`src/rtl/cmini_pkg.sv`:
```
package cmini_pkg;
    localparam int XLEN   = 8;
    localparam int IW     = 16;
    localparam int NREG   = 2;
    localparam int RIDX_W = (NREG > 1) ? $clog2(NREG) : 1;
    localparam int SH_W   = $clog2(XLEN);
    localparam int IMM_W  = 6;

    typedef logic [XLEN-1:0]   word_t;
    typedef logic [RIDX_W-1:0] ridx_t;

    typedef enum logic [2:0] {
        OP_LI, OP_SRL, OP_SLL, OP_AND, OP_SUB, OP_ADD, OP_OR, OP_MV
    } alu_op_e;

    typedef enum logic [1:0] {
        K_NONE, K_WB, K_DISP
    } kind_e;

    typedef struct packed {
        kind_e             kind;
        alu_op_e           op;
        ridx_t             dst;
        ridx_t             src;
        word_t             imm;
        logic [SH_W-1:0]   shamt;
    } uop_t;

    typedef struct packed {
        kind_e kind;
        ridx_t dst;
        word_t val;
    } hold_t;

    typedef struct packed {
        word_t [NREG-1:0] regs;
        ridx_t            sel;
        hold_t            hold;
    } state_t;

    function automatic logic code_ok(input logic [4:0] code);
        return (code >= 5'd1) && (32'(code) <= NREG);
    endfunction

    function automatic ridx_t code_idx(input logic [4:0] code);
        logic [4:0] t;
        t = code - 5'd1;
        return t[RIDX_W-1:0];
    endfunction
endpackage

```
`src/rtl/cmini_decode.sv`:
```
module cmini_decode
    import cmini_pkg::*;
(
    input  logic [IW-1:0] instr_i,
    output uop_t          uop_o
);
    logic [4:0]       full_rd, full_rs, cmp_rd, cmp_rs;
    logic [IMM_W-1:0] imm6;
    word_t            sext;

    always_comb begin
        full_rd = instr_i[11:7];
        full_rs = instr_i[6:2];
        cmp_rd  = {2'b00, instr_i[9:7]};
        cmp_rs  = {2'b00, instr_i[4:2]};
        imm6    = {instr_i[12], instr_i[6:2]};
        sext    = {{(XLEN-IMM_W){imm6[IMM_W-1]}}, imm6};

        uop_o       = '0;
        uop_o.kind  = K_NONE;
        uop_o.op    = OP_LI;
        uop_o.imm   = sext;
        uop_o.shamt = instr_i[2 +: SH_W];

        unique case (instr_i[1:0])
            2'b01: begin
                if (instr_i[15:13] == 3'b010) begin
                    if (code_ok(full_rd)) begin
                        uop_o.kind = K_WB;
                        uop_o.op   = OP_LI;
                        uop_o.dst  = code_idx(full_rd);
                        uop_o.src  = code_idx(full_rd);
                    end
                end else if (instr_i[15:13] == 3'b100) begin
                    unique case (instr_i[11:10])
                        2'b00, 2'b10: begin
                            if (code_ok(cmp_rd)) begin
                                uop_o.kind = K_WB;
                                uop_o.op   = (instr_i[11:10] == 2'b00) ? OP_SRL : OP_AND;
                                uop_o.dst  = code_idx(cmp_rd);
                                uop_o.src  = code_idx(cmp_rd);
                            end
                        end
                        2'b11: begin
                            if (code_ok(cmp_rd) && code_ok(cmp_rs)) begin
                                uop_o.dst = code_idx(cmp_rd);
                                uop_o.src = code_idx(cmp_rs);
                                if (instr_i[12] && instr_i[6:5] == 2'b00) begin
                                    uop_o.kind = K_WB;
                                    uop_o.op   = OP_SUB;
                                end else if (instr_i[12] && instr_i[6:5] == 2'b01) begin
                                    uop_o.kind = K_WB;
                                    uop_o.op   = OP_ADD;
                                end else if (!instr_i[12] && instr_i[6:5] == 2'b10) begin
                                    uop_o.kind = K_WB;
                                    uop_o.op   = OP_OR;
                                end
                            end
                        end
                        default: ;
                    endcase
                end
            end
            2'b10: begin
                if (instr_i[15:13] == 3'b000) begin
                    if (code_ok(full_rd)) begin
                        uop_o.kind = K_WB;
                        uop_o.op   = OP_SLL;
                        uop_o.dst  = code_idx(full_rd);
                        uop_o.src  = code_idx(full_rd);
                    end
                end else if (instr_i[15:12] == 4'b1000) begin
                    if (code_ok(full_rd) && code_ok(full_rs)) begin
                        uop_o.kind = K_WB;
                        uop_o.op   = OP_MV;
                        uop_o.dst  = code_idx(full_rd);
                        uop_o.src  = code_idx(full_rs);
                    end
                end
            end
            2'b11: begin
                if (instr_i[15:7] == 9'b100000000 && code_ok(full_rs)) begin
                    uop_o.kind = K_DISP;
                    uop_o.op   = OP_MV;
                    uop_o.dst  = code_idx(full_rs);
                    uop_o.src  = code_idx(full_rs);
                end
            end
            default: ;
        endcase
    end
endmodule

```
`src/rtl/cmini_alu.sv`:
```
module cmini_alu
    import cmini_pkg::*;
(
    input  alu_op_e         op_i,
    input  word_t           a_i,
    input  word_t           b_i,
    input  word_t           imm_i,
    input  logic [SH_W-1:0] shamt_i,
    output word_t           y_o
);
    always_comb begin
        unique case (op_i)
            OP_LI:   y_o = imm_i;
            OP_SRL:  y_o = a_i >> shamt_i;
            OP_SLL:  y_o = a_i << shamt_i;
            OP_AND:  y_o = a_i & imm_i;
            OP_SUB:  y_o = a_i - b_i;
            OP_ADD:  y_o = a_i + b_i;
            OP_OR:   y_o = a_i | b_i;
            OP_MV:   y_o = b_i;
            default: y_o = '0;
        endcase
    end
endmodule

```
`src/rtl/cmini_core.sv`:
```
module cmini_core
    import cmini_pkg::*;
(
    input  logic          clk,
    input  logic          rst_n,
    input  logic [IW-1:0] instr_i,
    input  logic          exe_n,
    input  logic          upd_n,
    output logic [XLEN-1:0] disp_o
);
    state_t st_d, st_q;
    uop_t   uop;
    word_t  opnd_a, opnd_b, alu_y;
    logic   exe_go, upd_go;

    cmini_decode u_dec (
        .instr_i (instr_i),
        .uop_o   (uop)
    );

    assign opnd_a = st_q.regs[uop.dst];
    assign opnd_b = st_q.regs[uop.src];

    cmini_alu u_alu (
        .op_i    (uop.op),
        .a_i     (opnd_a),
        .b_i     (opnd_b),
        .imm_i   (uop.imm),
        .shamt_i (uop.shamt),
        .y_o     (alu_y)
    );

    always_comb begin
        st_d   = st_q;
        exe_go = !exe_n && upd_n;
        upd_go = !upd_n && exe_n;

        if (exe_go && uop.kind != K_NONE) begin
            st_d.hold.kind = uop.kind;
            st_d.hold.dst  = uop.dst;
            st_d.hold.val  = alu_y;
        end

        if (upd_go) begin
            unique case (st_q.hold.kind)
                K_WB: begin
                    st_d.regs[st_q.hold.dst] = st_q.hold.val;
                    st_d.sel                 = '0;
                end
                K_DISP: st_d.sel = st_q.hold.dst;
                default: ;
            endcase
            st_d.hold.kind = K_NONE;
        end
    end

    always_ff @(posedge clk) begin
        if (!rst_n) st_q <= '0;
        else        st_q <= st_d;
    end

    assign disp_o = st_q.regs[st_q.sel];
endmodule

```
`config.mk`:
```
export PLATFORM = sky130hd
export DESIGN_NAME = cmini_core
export DESIGN_NICKNAME = d
export VERILOG_FILES = /design/src/rtl/cmini_pkg.sv /design/src/rtl/cmini_decode.sv /design/src/rtl/cmini_alu.sv /design/src/rtl/cmini_core.sv
export SDC_FILE = /design/constraint.sdc
export NUM_CORES = 1
export LEC_CHECK = 0
export ABC_CLOCK_PERIOD_IN_PS = 5560
export BUFFER_PORTS_ARGS = -buffer_cell sky130_fd_sc_hd__buf_2
export CORE_ASPECT_RATIO = 0.7
export CORE_MARGIN = 5
export CORE_UTILIZATION = 61
export CTS_CLUSTER_SIZE = 20
export DETAILED_ROUTE_END_ITERATION = 7
export PLACE_DENSITY = 0.88
export SLEW_MARGIN = 20
export SYNTH_ARGS = -nofsm -noshare
export SYNTH_HDL_FRONTEND = slang
export SYNTH_SLANG_ARGS = --single-unit
```
`constraint.sdc`:
```
create_clock -name clk -period 5.56 [get_ports clk]
set_input_delay 0.556 -clock clk [delete_from_list [all_inputs] [get_ports clk]]
set_output_delay 0.556 -clock clk [all_outputs]
set_load 0.02 [all_outputs]
```
Yosys cells after proc, flatten, opt, wreduce, memory -nomap -nowiden --
Index checks and enable logic that the tools add are counted.
Cells by class: divide/modulo/power cells 0, bitwise operators 3, magnitude comparators 13, reductions and logical operators 27, add/subtract/negate cells 6, $mul 0, shifts and indexed selects 2, muxes and demuxes 27, equal/unequal tests 20
Operators with widths (number):
- 8-bit case mux with 8 select lines | 1
- 8-bit two-way mux | 7
- 7-bit two-way mux | 6
- 6-bit two-way mux | 4
- 7-bit case mux with 3 select lines | 1
- 16-bit bitwise mux | 1
- 3-bit == test (second input constant) | 5
- 1-bit logical AND | 14
- 7-bit case mux with 2 select lines | 1
- 2-bit == test (second input constant) | 6
- 5-bit by 1-bit greater-or-equal comparator with 1-bit output (second input constant) | 2
- 5-bit by 2-bit less-or-equal comparator with 1-bit output (second input constant) | 2
- 5-bit two-way mux | 2
- 3-bit by 2-bit == test with 1-bit output (second input constant) | 3
- 9-bit == test (second input constant) | 1
- 8-bit adder | 1
- 8-bit bitwise AND | 1
- 8-bit demux with 1-bit select | 1
- 1-bit by 2-bit less-than comparator with 1-bit output (second input constant) | 4
- 8-bit OR | 1
- 8-bit by 3-bit left shift with 8-bit output | 1
- 8-bit by 3-bit >> shifter with 8-bit output | 1
- 8-bit subtractor | 1
- 2-bit by 1-bit == test with 1-bit output (second input constant) | 3
- other kinds (16) | 28
Storage, ports and cells: memory bits (read-only) 0, input bits 20, memories 0, logic and storage cells 104, memory bits (writable) 0, register bits 28, latch bits 0

Longest topological paths before layout --
Gate-level depths: netlist of the first run.
depth after elaboration 14, depth in mapped cells 21, depth with buffers taken out 19

By module --
From an unflattened synthesis of the first run, not the netlist that was laid out.
Unflattened totals: cells, all modules 415, area, all modules 3234.4 sq um
Modules (own cells, without submodules):
- cmini_core | area each 1433.9 sq um, times used 1, cells each 142, sequential area each 560.5 sq um
- cmini_alu | area each 1350.0 sq um, times used 1, cells each 204, sequential area each 0.0 sq um
- cmini_decode | area each 450.4 sq um, times used 1, cells each 69, sequential area each 0.0 sq um

Least setup slack after synthesis of the first run --
Ideal clock, no wire load.
path type input -> register, from input instr_i[14], to register st_q[5] in the netlist's numbering, setup slack 1.041 ns, arrival 4.400 ns, stages on the path 18, library setup time 0.119 ns, data required time 5.441 ns, cell sequence or3b_4 -> nor4_1 -> nand2_1 -> o311ai_1 -> buf_4 -> mux2i_1 -> ha_1 -> nand2_1 -> o21ai_0 -> ha_1 -> a21o_1 -> a21oi_1 -> o21bai_1 -> a21oi_1 -> xnor2_1 -> o211ai_1 -> o311ai_1 -> o221a_2
On the way: word-level cells in the longest chain between the ends 8, elaborated cells between the ends (all ways) 33, classes of those cells 2 x add/sub; 11 x eq/ne; 2 x shift; 11 x mux; 2 x bitwise; 5 x reduce/logical
RTL lines:
- from (decl) | RTL line cmini_core.sv:6 | input logic [IW-1:0] instr_i,
- 9-bit == test, or another cell as far along | RTL line cmini_decode.sv:82 | if (instr_i[15:7] == 9'b100000000 && code_ok(full_rs)) begin
- 1-bit logical AND, or another cell as far along | RTL line cmini_decode.sv:82
- 7-bit two-way mux, on equally long branches | RTL line cmini_decode.sv:82, cmini_decode.sv:65, cmini_decode.sv:27
- 7-bit case mux with 3 select lines * | RTL line cmini_decode.sv:25 | unique case (instr_i[1:0])
- 8-bit two-way mux, on equally long branches (2 in series) | RTL line cmini_core.sv:21, cmini_core.sv:22
- 8-bit adder, or another cell as far along | RTL line cmini_alu.sv:18 | OP_ADD: y_o = a_i + b_i;
- 8-bit case mux with 8 select lines | RTL line cmini_alu.sv:12 | unique case (op_i)
- to (signal assigned) | RTL line cmini_core.sv:59 | else st_q <= st_d;
- to (decl) | RTL line cmini_core.sv:11 | state_t st_d, st_q;
Mark *: on every way between the ends. The rest lies on a longest branch, timed or not. The select of a mux whose other input is x is not followed. A chain may end at the register's enable or synchronous reset.

Final worst setup path of the first run --
from input instr_i[2], to register st_q[5] in the netlist's numbering
On the way: word-level cells in the longest chain between the ends 12, elaborated cells between the ends (all ways) 41, classes of those cells 4 x add/sub; 4 x order compare; 7 x eq/ne; 2 x shift; 14 x mux; 2 x bitwise; 8 x reduce/logical
RTL lines:
- 3-bit by 1-bit greater-or-equal comparator with 1-bit output or 3-bit by 2-bit less-or-equal comparator with 1-bit output (tied branches) | RTL line cmini_pkg.sv:42 | return (code >= 5'd1) && (32'(code) <= NREG);
- 1-bit logical AND | RTL line cmini_pkg.sv:42
- 1-bit logical AND | RTL line cmini_decode.sv:45 | if (code_ok(cmp_rd) && code_ok(cmp_rs)) begin
- 7-bit two-way mux | RTL line cmini_decode.sv:45
- 7-bit case mux with 2 select lines | RTL line cmini_decode.sv:35 | unique case (instr_i[11:10])
- 7-bit two-way mux | RTL line cmini_decode.sv:34 | end else if (instr_i[15:13] == 3'b100) begin
- 7-bit two-way mux | RTL line cmini_decode.sv:27 | if (instr_i[15:13] == 3'b010) begin
- 7-bit case mux with 3 select lines | RTL line cmini_decode.sv:25
- 8-bit two-way mux, on equally long branches (2 in series) | RTL line cmini_core.sv:21, cmini_core.sv:22
- 8-bit adder, or another cell as far along | RTL line cmini_alu.sv:18
- 8-bit case mux with 8 select lines | RTL line cmini_alu.sv:12
Parallel ways exist; a longest one is shown, timed or not. The select of a mux whose other input is x is not followed.

==> impl_metrics.py, run 1 <==
metrics = {
    "run_status": {
        "outcome": "finished clean",
    },
    "sta": {
        "final_max_slew_viol_count": 0,
        "min_period_ns": 4.854,
        "report.final.hold_viol_count": 0,
        "setup_repair_after_global_routing_missed_its_margin": "no",
        "fin_skew_ns": 0.008985,
        "slew_headroom_pct": 37.95,
        "worst_max_slew_pin_slew_ns": 0.9273,
        "min_period_over_period_pct": 87.31,
        "fmaxAchievable_ghz": 0.2060,
        "setup_tns_ns": 0,
        "report.final.setup_viol": 0,
    },
    "clocking": {
        "clk-insertion-delay-late_ns": 0.28,
        "post-cts-setup-buffer-count": 0,
        "total_cts_buffers": 3,
        "clk_transition_reported_paths_ns": 0.10,
        "clkSinkCount": 28,
        "cts.root.buffer_cell": "clkbuf_8",
        "cts-resized-gates": 0,
        "ctsHoldBuffers": 0,
        "clk_path_buf_depth": 2,
        "tritoncts": "yes",
        "htree_num_levels": 1,
    },
    "grt": {
        "grt_pass1_vias": 3393,
        "grt_util_all_layers_pct": 31.25,
        "global_route_wire_length_before_repair_mm": 17.73,
        "antenna_found_initial": 0,
        "maximum_number_of_pins_on_one_net_before_global_route_repair": 26,
        "grt_overflow_total": 0,
    },
    "setup_path": {
        "timing.setup.critical_path_class": "in -> reg",
        "worst_ep_arrival_time_ns": 5.04,
        "critPathMaxFanout": 25,
        "timing.critical_path.to_type": "flip-flop",
        "startpoint_type": "input port",
        "critPathRequiredTime_ns": 5.74,
    },
    "final_layout": {
        "proportion_of_layout_cells_with_a_drive_suffix_above_1_pct": 16.40,
        "ant_diodes": 0,
        "registers.top_by_ff_count": "st_q",
        "top_registers": "st_q x28",
        "total_number_of_nets_in_the_final_design": 478,
        "number_of_flip_flops_under_the_largest_register_name": 28,
        "final_cells": 517,
        "mostFrequentLayoutCell": "nand2_1",
        "syn2layout_area_growth_pct": 6.198,
        "final_cell_mix": "nand2_1, nor2_1, dfxtp_1",
    },
    "pwr": {
        "power_leakage_nw": 1.335,
        "peakVddDrop_mv": 0.1179,
        "cellPowerDensity_nw_per_um2": 111.4,
    },
    "placed_design": {
        "finalWeightedCongestion": 0.9816,
        "port_buffers": 27,
        "dpl.hpwl_mm": 8.293,
        "place.detailed.instances": 513,
    },
    "synthesis": {
        "postSynthCellCount": 436,
        "yosysSeqAreaShare_pct": 16.93,
        "synthFlopType": "dfxtp_1",
        "average_footprint_of_a_synthesized_cell_um2": 7.593,
        "count_of_state_elements_after_synthesis": 28,
        "synth_async_sr_flop_share_pct": 0,
        "net_count_synth": 468,
        "ys.warnings.count": 0,
        "mappedNetlistArea_um2": 3311,
        "synth_enable_flop_cells": 0,
        "synth.distinct_cells": 73,
    },
    "drt": {
        "via_count": 3702,
        "post-route-drc-count": 0,
        "drt_first_iter_violations": 564,
        "antenna_left": 0,
        "totalWireLength_mm": 11.06,
        "wl_per_cell_um": 21.40,
        "drt_first_pass_iters": 8,
        "avgViaCountPerCell": 7.161,
    },
    "min_path": {
        "timing.hold.worst.class": "reg -> reg",
    },
    "die": {
        "floorplan.initialDensity_pct": 62.97,
        "coreArea_um2": 5258,
        "fp.dieW_um": 98.06,
        "io_pins": 28,
        "floorplan.die_area_um2": 7024,
        "floorplan.rows": 22,
        "die_y_um": 71.64,
    },
    "flow_run": {
        "timing.max_cap.violations": 0,
    },
}
-- logic make-up (layout without fill, tap and decap cells) --
| family | after synthesis | count (layout) | share of synthesized area, % |
|---|---|---|---|
| AND/OR/NAND/NOR | 177 | 177 | 26.83 |
| flip-flops | 28 | 28 | 16.93 |
| buffers and inverters | 45 | 54 | 5.895 |
| XOR/XNOR | 19 | 19 | 5.026 |
| multiplexers | 49 | 49 | 18.03 |
| adder cells (fa/ha/maj) | 12 | 12 | 4.762 |
| AO/OA/AOI/OAI | 106 | 106 | 22.53 |
-- metal layers --
metal	routed length, um	up-vias	track usage [%]
met4	378	0	7.834
met2	4365	298	44.95
li1	-	1637	-
met1	4468	1706	42.78
met5	0	-	0
met3	1851	61	13.81
-- area by class of cell --
class                           count  area (um2)
Tap cell                           72       90.09
Inverter                           16       60.06
Fill cell                         443        1742
Timing Repair Buffer               34       187.7
Clock buffer                        4       55.05
Sequential cell                    28       560.5
Multi-Input combinational cell    363        2562
-- worst max-delay path, cell delays in order --
cell and delay [ns]:
buf_2 0.49, clkinv_1 0.14, buf_4 0.20, and4_1 0.18, o311ai_0 0.61, o311ai_2 0.31, mux2i_1 0.40, ha_1 0.31
nand2_1 0.05, o21ai_0 0.12, ha_1 0.30, a21o_1 0.16, a21oi_1 0.22, o21bai_1 0.09, a21oi_1 0.23, xnor2_1 0.09
o211ai_1 0.17, o311ai_1 0.13, o221a_2 0.25
-- power by group --
group | internal [W] | total, W | switching (W)
combinational | 0.0000203 | 0.0000615 | 0.0000412
clock | 0.0000635 | 0.000130 | 0.0000660
sequential | 0.000200 | 0.000201 | 0.000000137
-- synthesized netlist by cell type, drive strengths merged, types with 3 or more instances --
library cell  instances  area share, %
buf                   9            1.8
nor3                 16            2.4
nand3b                3           0.68
nor3b                 4           0.91
mux2i                24            7.3
inv                  14            1.6
clkbuf               20            2.3
and2                  3           0.57
nand4                 4           0.76
xor2                 12            3.2
a21oi                25            3.8
nor2b                 7            1.3
mux4                  6            4.1
nor4                  3           0.57
ha                   11            4.2
nor2                 38            4.3
o211ai                3           0.68
a221oi                3           0.79
a21o                  3           0.68
nor4bb                3           0.91
a41o                  3           0.91
a32oi                 7            1.9
nand2                58            6.8
xnor2                 7            1.9
o21bai                4           0.91
or3b                  3           0.87
o311ai                5            1.3
o21ai                24            3.6
nand2b                3           0.57
nand3                12            1.8
mux2                 19            6.7
o41ai                 3            1.0
or3                   9            1.7
dfxtp                28             17
-- worst paths after layout --
path                            depth (start not counted)  slack (ns)             startpoint                     to
worst max-delay path                                   19        0.71             instr_i[2]   st_q[5]$_SDFFE_PN0P_
worst min-delay path                                    2        0.48   st_q[2]$_SDFFE_PN0P_  st_q[22]$_SDFFE_PN0P_
worst max register to register                         13        2.59  st_q[20]$_SDFFE_PN0P_   st_q[5]$_SDFFE_PN0P_
worst min register to register                          2        0.48   st_q[2]$_SDFFE_PN0P_  st_q[22]$_SDFFE_PN0P_
-- metrics by stage --
stage	hold slack [ns]	worst slack, ns	total power (W)	cell area (um2)	utilization [%]
final	0.4790	0.7057	0.0003916	3516	66.87
after CTS	0.4694	0.9028	0.0003909	3516	66.87
after floorplan	0.4399	1.041	0.0002440	3311	-
after global routing	0.5078	0.4383	0.0004098	3516	66.87
after detailed placement	0.4642	0.5826	0.0002638	3461	65.83
after global placement	0.4536	0.7727	0.0002628	3461	65.83
Power figures use the tool's default switching activity.
==> run 2: changes to the inputs <==
Settings changed: BUFFER_PORTS_ARGS -buffer_cell sky130_fd_sc_hd__buf_2 to -buffer_cell sky130_fd_sc_hd__clkbuf_2.
==> impl_metrics.py, run 2 (same netlist as run 1, synthesis figures left out) <==
metrics = {
    "die": {
        "floorplan.initialDensity_pct": 62.97,
        "coreArea_um2": 5258,
        "floorplan.rows": 22,
        "io_pins": 28,
        "die_y_um": 71.64,
        "floorplan.die_area_um2": 7024,
        "fp.dieW_um": 98.06,
    },
    "clocking": {
        "htree_num_levels": 1,
        "clk_transition_reported_paths_ns": 0.11,
        "clk_path_buf_depth": 2,
        "clkSinkCount": 28,
        "cts-resized-gates": 0,
        "tritoncts": "yes",
        "total_cts_buffers": 3,
        "ctsHoldBuffers": 0,
        "post-cts-setup-buffer-count": 0,
        "cts.root.buffer_cell": "clkbuf_8",
        "clk-insertion-delay-late_ns": 0.30,
    },
    "setup_path": {
        "critPathMaxFanout": 20,
        "crit_path_top_delay_cell": "nor4_1",
        "worstPathCellList": "clkbuf_2, xnor2_1, nor4_1, nand2_1, o311ai_2, mux2i_1, ha_1, nand2_1, o21ai_0, ha_1, a21o_1, a21oi_1, o21bai_1, a21oi_1, xnor2_1, o211ai_1, o311ai_1, o221a_2",
        "startpoint_type": "input port",
        "timing.critical_path.to_type": "flip-flop",
        "timing.setup.critical_path_class": "in -> reg",
        "maximum_single_stage_delay_on_the_critical_path_ns": 0.70,
        "worst_ep_arrival_time_ns": 4.98,
        "critPathRequiredTime_ns": 5.76,
    },
    "drt": {
        "drt_first_iter_violations": 472,
        "via_count": 3632,
        "avgViaCountPerCell": 7.025,
        "totalWireLength_mm": 10.99,
        "drt_first_pass_iters": 6,
        "antenna_left": 0,
        "wl_per_cell_um": 21.25,
        "post-route-drc-count": 0,
    },
    "placed_design": {
        "finalWeightedCongestion": 1.040,
        "port_buffers": 27,
        "dpl.hpwl_mm": 8.408,
        "place_area_um2": 3461,
        "place.detailed.instances": 513,
    },
    "pwr": {
        "p_sw_share_pct": 28.56,
        "sequentialPowerShare_pct": 50.4,
        "cellPowerDensity_nw_per_um2": 113.3,
        "report.power.total_w": 0.0003982,
        "power_switching_w": 0.0001137,
        "peakVddDrop_mv": 0.09316,
        "share_clk_of_total_power_pct": 34.1,
        "power_report.internal_total_w": 0.0002845,
        "combPwrFrac_pct": 15.5,
        "power_leakage_nw": 1.331,
    },
    "sta": {
        "report.final.hold_viol_count": 0,
        "setup_repair_after_global_routing_missed_its_margin": "no",
        "hold-worst-slack_ns": 0.4520,
        "fmaxAchievable_ghz": 0.2093,
        "min_period_ns": 4.777,
        "final_max_slew_viol_count": 0,
        "slew_headroom_pct": 38.90,
        "report.final.setup_viol": 0,
        "setup_tns_ns": 0,
        "fin_skew_ns": 0.01783,
        "worst_max_slew_pin_slew_ns": 0.9131,
        "min_period_over_period_pct": 85.92,
    },
    "final_layout": {
        "number_of_flip_flops_under_the_largest_register_name": 28,
        "proportion_of_layout_cells_with_a_drive_suffix_above_1_pct": 16.40,
        "ant_diodes": 0,
        "syn2layout_area_growth_pct": 6.198,
        "final_cell_mix": "nand2_1, nor2_1, dfxtp_1",
        "total_number_of_nets_in_the_final_design": 478,
        "mostFrequentLayoutCell": "nand2_1",
        "final_cells": 517,
        "postLayoutCellArea_um2": 3516,
        "top_registers": "st_q x28",
        "registers.top_by_ff_count": "st_q",
    },
    "run_status": {
        "outcome": "finished clean",
    },
    "grt": {
        "grt_overflow_total": 0,
        "grt_util_all_layers_pct": 31.02,
        "antenna_found_initial": 0,
        "maximum_number_of_pins_on_one_net_before_global_route_repair": 23,
        "global_route_wire_length_before_repair_mm": 17.55,
        "grt_pass1_vias": 3311,
    },
    "min_path": {
        "timing.hold.worst.class": "reg -> reg",
    },
    "flow_run": {
        "timing.max_cap.violations": 0,
    },
}
[run 2: worst paths after layout]
path | start | endpoint | slack, ns | cells after the start
worst max-delay path | instr_i[3] | st_q[5]$_SDFFE_PN0P_ | 0.78 | 18
worst min-delay path | st_q[2]$_SDFFE_PN0P_ | st_q[22]$_SDFFE_PN0P_ | 0.45 | 2
worst max register to register | st_q[20]$_SDFFE_PN0P_ | st_q[5]$_SDFFE_PN0P_ | 2.64 | 13
worst min register to register | st_q[2]$_SDFFE_PN0P_ | st_q[22]$_SDFFE_PN0P_ | 0.45 | 2
[run 2: worst max-delay path: cells and delay by family]
kind	cells	cell delay (ns)
multiplexers	1	0.42
AND/OR/NAND/NOR	3	0.96
adder cells (fa/ha/maj)	2	0.61
buffers and inverters	1	0.36
XOR/XNOR	2	0.28
AO/OA/AOI/OAI	9	1.78
[run 2: power groups by stage]
stage / Clock, W / Combinational [W] / Sequential, W
floorplan: 0 / 0.0000388 / 0.000205
global route: 0.000141 / 0.0000659 / 0.000201
detailed placement: 0 / 0.0000591 / 0.000205
global placement: 0 / 0.0000572 / 0.000205
CTS: 0.000135 / 0.0000591 / 0.000201
finish: 0.000136 / 0.0000616 / 0.000201
[run 2: cell type report]
type	instances	area, um2
multi-input combinational	363	2562
inverter	16	60.06
clock buffer	4	55.05
fill	478	1742
timing repair buffer	34	187.7
sequential	28	560.5
tap	72	90.09
[run 2: per-stage QoR]
stage	utilization, %	worst slack, ns
2_1_floorplan	-	1.041
3_3_place_gp	65.83	0.8078
3_5_place_dp	65.83	0.5821
4_1_cts	66.87	0.8728
5_1_grt	66.87	0.3629
6_report	66.87	0.7827
[run 2: metal layers]
layer	vias up	GRT usage (%)	part of all wire [%]
li1	1647	-	-
met1	1667	45.40	42
met2	282	44.42	40
met3	36	9.533	15
met4	0	7.066	2.2
met5	-	0	0
